## config.mk

```make
export PLATFORM = sky130hd
export DESIGN_NAME = sdram_boot_seq
export DESIGN_NICKNAME = d
export VERILOG_FILES = /design/src/rtl/boot_pkg.sv /design/src/rtl/boot_timer.sv /design/src/rtl/boot_mode_enc.sv /design/src/rtl/sdram_boot_seq.sv
export SDC_FILE = /design/constraint.sdc
export NUM_CORES = 1
export LEC_CHECK = 0
export CAP_MARGIN = 20
export CORE_ASPECT_RATIO = 2
export CORE_MARGIN = 2
export CORE_UTILIZATION = 45
export CTS_BUF_LIST = sky130_fd_sc_hd__clkbuf_4
export DETAILED_ROUTE_END_ITERATION = 8
export PLACE_DENSITY = 0.71
export SKIP_CTS_REPAIR_TIMING = 1
export SYNTH_ARGS = -nofsm -noshare
export SYNTH_HDL_FRONTEND = slang
export SYNTH_SLANG_ARGS = --single-unit
```

## constraint.sdc

```tcl
create_clock -name clk -period 3.5 [get_ports clk]
set_input_delay 0.875 -clock clk [delete_from_list [all_inputs] [get_ports clk]]
set_output_delay 0.875 -clock clk [all_outputs]
set_load 0.01 [all_outputs]
```

## src/rtl/boot_pkg.sv

```systemverilog
`timescale 1ns/1ps
package boot_pkg;

  typedef enum logic [3:0] {
    ST_STABLE,
    ST_CKE_UP,
    ST_PRE1,
    ST_EXT,
    ST_MODE_RST,
    ST_PRE2,
    ST_REFRESH,
    ST_MODE_RUN,
    ST_LOCK,
    ST_DONE
  } boot_state_e;

  typedef enum logic [1:0] {
    W_PRE,
    W_EXT,
    W_MODE_RST,
    W_MODE_RUN
  } word_e;

  // {cs_n, ras_n, cas_n, we_n}
  localparam logic [3:0] CMD_NOP = 4'b0111;
  localparam logic [3:0] CMD_PRE = 4'b0010;
  localparam logic [3:0] CMD_REF = 4'b0001;
  localparam logic [3:0] CMD_MRS = 4'b0000;

endpackage

```

## src/rtl/boot_timer.sv

```systemverilog
`timescale 1ns/1ps
module boot_timer #(
  parameter int unsigned   W       = 8,
  parameter logic [W-1:0]  RST_VAL = '0
) (
  input  logic         clk,
  input  logic         rst_n,
  input  logic         load_i,
  input  logic [W-1:0] val_i,
  output logic         zero_o
);

  logic [W-1:0] cnt_q, cnt_d;
  logic         cnt_en;

  assign cnt_en = load_i || (cnt_q != '0);

  always_comb begin
    if (load_i) cnt_d = val_i;
    else        cnt_d = cnt_q - W'(1);
  end

  always_ff @(posedge clk or negedge rst_n) begin
    if (!rst_n)      cnt_q <= RST_VAL;
    else if (cnt_en) cnt_q <= cnt_d;
  end

  assign zero_o = (cnt_q == '0);

endmodule

```

## src/rtl/boot_mode_enc.sv

```systemverilog
`timescale 1ns/1ps
module boot_mode_enc
  import boot_pkg::*;
#(
  parameter int unsigned ADDR_W = 13,
  parameter int unsigned BA_W   = 2
) (
  input  word_e             sel_i,
  input  logic [2:0]        bl_i,
  input  logic              bt_i,
  input  logic [1:0]        drv_i,
  output logic [ADDR_W-1:0] addr_o,
  output logic [BA_W-1:0]   ba_o
);

  always_comb begin
    addr_o = '0;
    ba_o   = '0;
    unique case (sel_i)
      W_PRE: addr_o[10] = 1'b1;
      W_EXT: begin
        ba_o      = BA_W'(1);
        addr_o[1] = drv_i[0];
        addr_o[6] = drv_i[1];
      end
      W_MODE_RST, W_MODE_RUN: begin
        addr_o[2:0] = bl_i;
        addr_o[3]   = bt_i;
        addr_o[6:4] = 3'b011;
        addr_o[8]   = (sel_i == W_MODE_RST);
      end
      default: addr_o = '0;
    endcase
  end

endmodule

```

## src/rtl/sdram_boot_seq.sv

```systemverilog
`timescale 1ns/1ps
module sdram_boot_seq
  import boot_pkg::*;
#(
  parameter int unsigned CLK_PERIOD_PS = 10000,
  parameter int unsigned STABLE_US     = 200,
  parameter int unsigned T_RP          = 4,
  parameter int unsigned T_RFC         = 14,
  parameter int unsigned T_MRD         = 2,
  parameter int unsigned LOCK_CYC      = 200,
  parameter int unsigned N_REF         = 2,
  parameter int unsigned ADDR_W        = 13,
  parameter int unsigned BA_W          = 2
) (
  input  logic              clk,
  input  logic              rst_n,
  input  logic              relock_req,
  input  logic [2:0]        cfg_burst_len,
  input  logic              cfg_burst_ilv,
  input  logic [1:0]        cfg_drive,
  output logic              mem_cke,
  output logic              mem_cs_n,
  output logic              mem_ras_n,
  output logic              mem_cas_n,
  output logic              mem_we_n,
  output logic [BA_W-1:0]   mem_ba,
  output logic [ADDR_W-1:0] mem_addr,
  output logic              init_done
);

  localparam int unsigned STABLE_CYC = (STABLE_US * 1000000 + CLK_PERIOD_PS - 1) / CLK_PERIOD_PS;
  localparam int unsigned CNT_MAX    = (STABLE_CYC > LOCK_CYC) ? STABLE_CYC : LOCK_CYC;
  localparam int unsigned CNT_W      = $clog2(CNT_MAX + 1);
  localparam int unsigned REF_W      = $clog2(N_REF + 1);

  // configuration capture on the first edge after reset
  logic       cap_q;
  logic [2:0] bl_q, bl_fix;
  logic       bt_q, bt_fix, bl_ok;
  logic [1:0] drv_q, drv_fix;

  assign bl_ok   = (cfg_burst_len == 3'd1) || (cfg_burst_len == 3'd2) || (cfg_burst_len == 3'd3);
  assign bl_fix  = bl_ok ? cfg_burst_len : 3'd2;
  assign bt_fix  = bl_ok & cfg_burst_ilv;
  assign drv_fix = (cfg_drive == 2'b11) ? 2'b00 : cfg_drive;

  always_ff @(posedge clk or negedge rst_n) begin
    if (!rst_n) begin
      cap_q <= 1'b1;
      bl_q  <= '0;
      bt_q  <= 1'b0;
      drv_q <= '0;
    end else if (cap_q) begin
      cap_q <= 1'b0;
      bl_q  <= bl_fix;
      bt_q  <= bt_fix;
      drv_q <= drv_fix;
    end
  end

  // timers
  logic             gap_load, gap_zero, lock_load, lock_zero;
  logic [CNT_W-1:0] gap_val;

  boot_timer #(.W(CNT_W), .RST_VAL(CNT_W'(STABLE_CYC - 1))) u_gap (
    .clk(clk), .rst_n(rst_n), .load_i(gap_load), .val_i(gap_val), .zero_o(gap_zero));

  boot_timer #(.W(CNT_W), .RST_VAL('0)) u_lock (
    .clk(clk), .rst_n(rst_n), .load_i(lock_load), .val_i(CNT_W'(LOCK_CYC - 1)), .zero_o(lock_zero));

  // word encoder
  word_e             word_sel;
  logic [ADDR_W-1:0] enc_addr;
  logic [BA_W-1:0]   enc_ba;

  boot_mode_enc #(.ADDR_W(ADDR_W), .BA_W(BA_W)) u_enc (
    .sel_i(word_sel), .bl_i(bl_q), .bt_i(bt_q), .drv_i(drv_q),
    .addr_o(enc_addr), .ba_o(enc_ba));

  // sequencer
  boot_state_e       st_q, st_d;
  logic [REF_W-1:0]  ref_q, ref_d;
  logic [3:0]        cmd_q, cmd_d;
  logic              cke_q, cke_d, done_q, done_d, use_word;
  logic [ADDR_W-1:0] addr_q, addr_d;
  logic [BA_W-1:0]   ba_q, ba_d;

  always_comb begin
    st_d      = st_q;
    ref_d     = ref_q;
    cmd_d     = CMD_NOP;
    cke_d     = cke_q;
    done_d    = done_q;
    use_word  = 1'b0;
    word_sel  = W_PRE;
    gap_load  = 1'b0;
    gap_val   = '0;
    lock_load = 1'b0;
    unique case (st_q)
      ST_STABLE: if (gap_zero) begin
        cke_d = 1'b1; st_d = ST_PRE1; gap_load = 1'b1;
      end
      ST_PRE1: if (gap_zero) begin
        cmd_d = CMD_PRE; use_word = 1'b1; word_sel = W_PRE;
        gap_load = 1'b1; gap_val = CNT_W'(T_RP - 1); st_d = ST_EXT;
      end
      ST_EXT: if (gap_zero) begin
        cmd_d = CMD_MRS; use_word = 1'b1; word_sel = W_EXT;
        gap_load = 1'b1; gap_val = CNT_W'(T_MRD - 1); st_d = ST_MODE_RST;
      end
      ST_MODE_RST: if (gap_zero) begin
        cmd_d = CMD_MRS; use_word = 1'b1; word_sel = W_MODE_RST; lock_load = 1'b1;
        gap_load = 1'b1; gap_val = CNT_W'(T_MRD - 1); st_d = ST_PRE2;
      end
      ST_PRE2: if (gap_zero) begin
        cmd_d = CMD_PRE; use_word = 1'b1; word_sel = W_PRE; ref_d = '0;
        gap_load = 1'b1; gap_val = CNT_W'(T_RP - 1); st_d = ST_REFRESH;
      end
      ST_REFRESH: if (gap_zero) begin
        cmd_d = CMD_REF; ref_d = ref_q + REF_W'(1);
        gap_load = 1'b1; gap_val = CNT_W'(T_RFC - 1);
        if (ref_q == REF_W'(N_REF - 1)) st_d = ST_MODE_RUN;
      end
      ST_MODE_RUN: if (gap_zero) begin
        cmd_d = CMD_MRS; use_word = 1'b1; word_sel = W_MODE_RUN;
        gap_load = 1'b1; gap_val = CNT_W'(T_MRD - 1); st_d = ST_LOCK;
      end
      ST_LOCK: if (gap_zero && lock_zero) begin
        done_d = 1'b1; st_d = ST_DONE;
      end
      ST_DONE: if (relock_req) begin
        done_d = 1'b0; gap_load = 1'b1; st_d = ST_MODE_RST;
      end
      default: st_d = ST_STABLE;
    endcase
    addr_d = use_word ? enc_addr : '0;
    ba_d   = use_word ? enc_ba   : '0;
  end

  always_ff @(posedge clk or negedge rst_n) begin
    if (!rst_n) begin
      st_q   <= ST_STABLE;
      ref_q  <= '0;
      cmd_q  <= CMD_NOP;
      cke_q  <= 1'b0;
      done_q <= 1'b0;
      addr_q <= '0;
      ba_q   <= '0;
    end else begin
      st_q   <= st_d;
      ref_q  <= ref_d;
      cmd_q  <= cmd_d;
      cke_q  <= cke_d;
      done_q <= done_d;
      addr_q <= addr_d;
      ba_q   <= ba_d;
    end
  end

  assign {mem_cs_n, mem_ras_n, mem_cas_n, mem_we_n} = cmd_q;
  assign mem_cke   = cke_q;
  assign mem_addr  = addr_q;
  assign mem_ba    = ba_q;
  assign init_done = done_q;

  // checks on the pin-side behaviour
  AST_CKE_LOW_NOP: assert property (@(posedge clk) disable iff (!rst_n)
    !mem_cke |-> (cmd_q == CMD_NOP)) else $error("cke low with command");
  AST_CKE_STAYS_HIGH: assert property (@(posedge clk) disable iff (!rst_n)
    mem_cke |=> mem_cke) else $error("cke dropped");
  AST_DONE_ONLY_NOP: assert property (@(posedge clk) disable iff (!rst_n)
    init_done |-> (mem_cke && cmd_q == CMD_NOP)) else $error("command while done");
  AST_MODE_FIELDS: assert property (@(posedge clk) disable iff (!rst_n)
    (cmd_q == CMD_MRS && mem_ba == '0) |-> (mem_addr[6:4] == 3'b011 && !mem_addr[7] && mem_addr[ADDR_W-1:9] == '0))
    else $error("bad mode word");
  AST_EXT_DRIVE_LEGAL: assert property (@(posedge clk) disable iff (!rst_n)
    (cmd_q == CMD_MRS && mem_ba == BA_W'(1)) |-> (!mem_addr[0] && !(mem_addr[6] && mem_addr[1])))
    else $error("bad extended word");
  AST_BL_LEGAL: assert property (@(posedge clk) disable iff (!rst_n)
    (cmd_q == CMD_MRS && mem_ba == '0) |-> (mem_addr[2:0] != 3'd0 && mem_addr[2:0] <= 3'd3))
    else $error("illegal burst length emitted");
  AST_DONE_FALL_RELOCK: assert property (@(posedge clk) disable iff (!rst_n)
    $fell(init_done) |-> $past(relock_req)) else $error("done dropped without request");

endmodule

```

==> impl_metrics.json <==
{
  "max_cap_viol_count": 0,
  "synth-simple-area-share_pct": 24.3,
  "syn_area_um2": 3020,
  "dpl.hpwl_um": 4440,
  "tns_ps": 0,
  "cts_buffers": 9,
  "critPathKind": "reg2out",
  "path_max_fanout": 1,
  "dieArea_um2": 7420,
  "drc": 0,
  "setup_viol": 0,
  "io-pin-count": 30,
  "critPathCapture": "mem_ras_n",
  "path_depth": 1,
  "synth_area_leader_cell": "dfrtp_1",
  "synth_top_family_by_area": "simple AND/OR/NAND/NOR gates",
  "routedWlPerCell_um": 15.0,
  "end_kind": "output pin",
  "grt_overflow": 0,
  "via_per_inst": 5.71,
  "start_kind": "flop",
  "grt_pass1_vias": 2330,
  "coreArea_um2": 6570,
  "io_buffers": 23,
  "slew_viol_final": 0,
  "final_antenna_net_count": 0,
  "cts_tree": "built",
  "syn_to_final_growth_pct": 13.3,
  "async_reset_ff_share_pct": 100,
  "skew_ps": 12.0,
  "power.leakage_uw": 0.00138,
  "design_power_total_uw": 1250,
  "synth-xor-area-share_pct": 2.03,
  "final_util_pct": 52.1,
  "synth.top_cells.by_area": "dfrtp_1 36%, dfstp_2 11%, a21oi_1 3.5%",
  "layout.nets": 326,
  "r2r_slack_ps": 1270,
  "cts_sinks": 57,
  "worstSkewPairLatency_ps": 420,
  "num_rows": 42,
  "power_density_nw_per_um2": 365,
  "hold_viol_final": 0,
  "muxShareOfSynthArea_pct": 0.373,
  "die_x_um": 61.9,
  "startpoint": "cmd_q[2]",
  "critical-path-top-delay-family": "flip-flops",
  "initial_core_util_pct": 46.0,
  "grt_max_degree": 58,
  "cts_root_buffer": "clkbuf_4",
  "synthAdderAreaFrac_pct": 2.07,
  "ir_drop_uv": 259,
  "synth-seq-area-share_pct": 47.8,
  "slowest_delay_ps": 530,
  "fmax_mhz": 427,
  "die_y_um": 120,
  "syn_inst": 290,
  "dr.pass1.iters": 4,
  "yosysTopAreaCellShare_pct": 36.5,
  "synth_cell_types": 65,
  "ff2ff_path_depth": 6,
  "final_common_cell": "dfrtp_1",
  "path_cells": "clkdlybuf4s50_1",
  "antenna_found_initial": 0,
  "r2r_start": "u_gap.cnt_q[0]",
  "drtIter0Drc": 88,
  "r2r_end": "u_gap.cnt_q[7]",
  "relSlewSlack_pct": 52.3,
  "h-tree-depth": 3,
  "ys_seq_elements": 57,
  "clk_pin_slew_ps": 90,
  "cpMaxStageDelayCell": "dfstp_2",
  "track_usage_pct": 19.3,
  "cp.buffers_inverters": 1,
  "drt_wl_total_um": 6090,
  "synthFlopType": "dfrtp_1",
  "syn_area_per_cell_um2": 10.4,
  "synth-compound-area-share_pct": 17.5,
  "arrival_ps": 1470,
  "final_cell_mix": "44 x dfrtp_1, 22 x clkdlybuf4s50_1, 21 x a21oi_1",
  "required_ps": 2620,
  "synth_warnings": 0,
  "vias": 2312,
  "gp_congestion": 0.834,
  "period_share_pct": 66.9,
  "clock_path_buffers": 2,
  "antenna_cells": 0,
  "worst_pin_slew_ps": 715,
  "fin_crit_ps": 2340,
  "rsz0062_at_grt": "no",
  "status": "finished, final reports clean",
  "drive_gt1_share_pct": 15.8,
  "grt_pass1_wl_um": 10500,
  "hold_class": "reg2reg",
  "synth-edff-count": 0
}
## worst min path at each step
stage / start / endpoint / slack [ps] / cells past startpoint
5_1_grt: mem_cke / mem_cke / 510 / 1
3_5_place_dp: mem_cke / mem_cke / 470 / 1
6_report: bt_q / mem_addr[3] / 490 / 1
2_1_floorplan: bl_q[0] / mem_addr[0] / 440 / 1
3_3_place_gp: bl_q[0] / mem_addr[0] / 460 / 1
4_1_cts: mem_cke / mem_cke / 490 / 1
## per-layer routing
| layer | track usage (%) | vias to the layer above | wire length (µm) |
|---|---|---|---|
| met3 | 6.25 | 17 | 206 |
| met4 | 9.31 | 0 | 166 |
| met2 | 32.6 | 36 | 3400 |
| met5 | 0 | - | 0 |
| li1 | - | 1119 | - |
| met1 | 20.4 | 1140 | 2310 |
## cell usage after synthesis (8+ instances only)
| library cell | n |
|---|---|
| buf_4 | 8 |
| o21ai_0 | 10 |
| nor3_1 | 9 |
| dfstp_2 | 13 |
| nand2_1 | 11 |
| nor2_1 | 14 |
| o31ai_1 | 13 |
| or3_1 | 13 |
| inv_1 | 13 |
| dfrtp_1 | 44 |
| or4_1 | 14 |
| a21oi_1 | 21 |
## sequential cells by signal, indices dropped and copies added, names as in the netlist
register,cells
cap_q,1
mem_addr,8
bt_q,1
ref_q,2
drv_q,2
mem_ba,1
mem_cke,1
u_lock.cnt_q,15
bl_q,3
cmd_q,3
init_done,1
st_q,4
u_gap.cnt_q,15
## kinds of logic (layout without fill, tap and decap cells)
logic type | after synthesis | after routing
XOR/XNOR | 7 | 7
buffers and inverters | 33 | 54
adder cells (fa/ha/maj) | 5 | 5
multiplexers | 1 | 1
AND/OR/NAND/NOR | 109 | 109
AO/OA/AOI/OAI | 77 | 77
other | 1 | 7
flip-flops | 57 | 57
## per-stage QoR
stage	setup slack [ps]	instances	cell area, µm²	hold WS [ps]
after floorplan	1610	296	3040	445
after global placement	1340	389	3260	458
after detailed placement	1250	389	3260	466
after CTS	1110	405	3420	494
after global routing	1050	405	3420	508
final	1160	405	3420	490
## area by class of cell
class                   count  area, µm²
clock buffers              12       90.1
clock inverters             4       68.8
inverters                  14       52.6
multi-input cells         206       1430
repair buffers             24        233
fillers                   625       3150
well taps                  88        110
flip-flops and latches     57       1440
## power breakdown
group	internal, µW	switching (µW)
Clock	311	237
Sequential	664	3.55
Combinational	11.6	20.3
Total	987	261
Power figures use the tool's default switching activity.
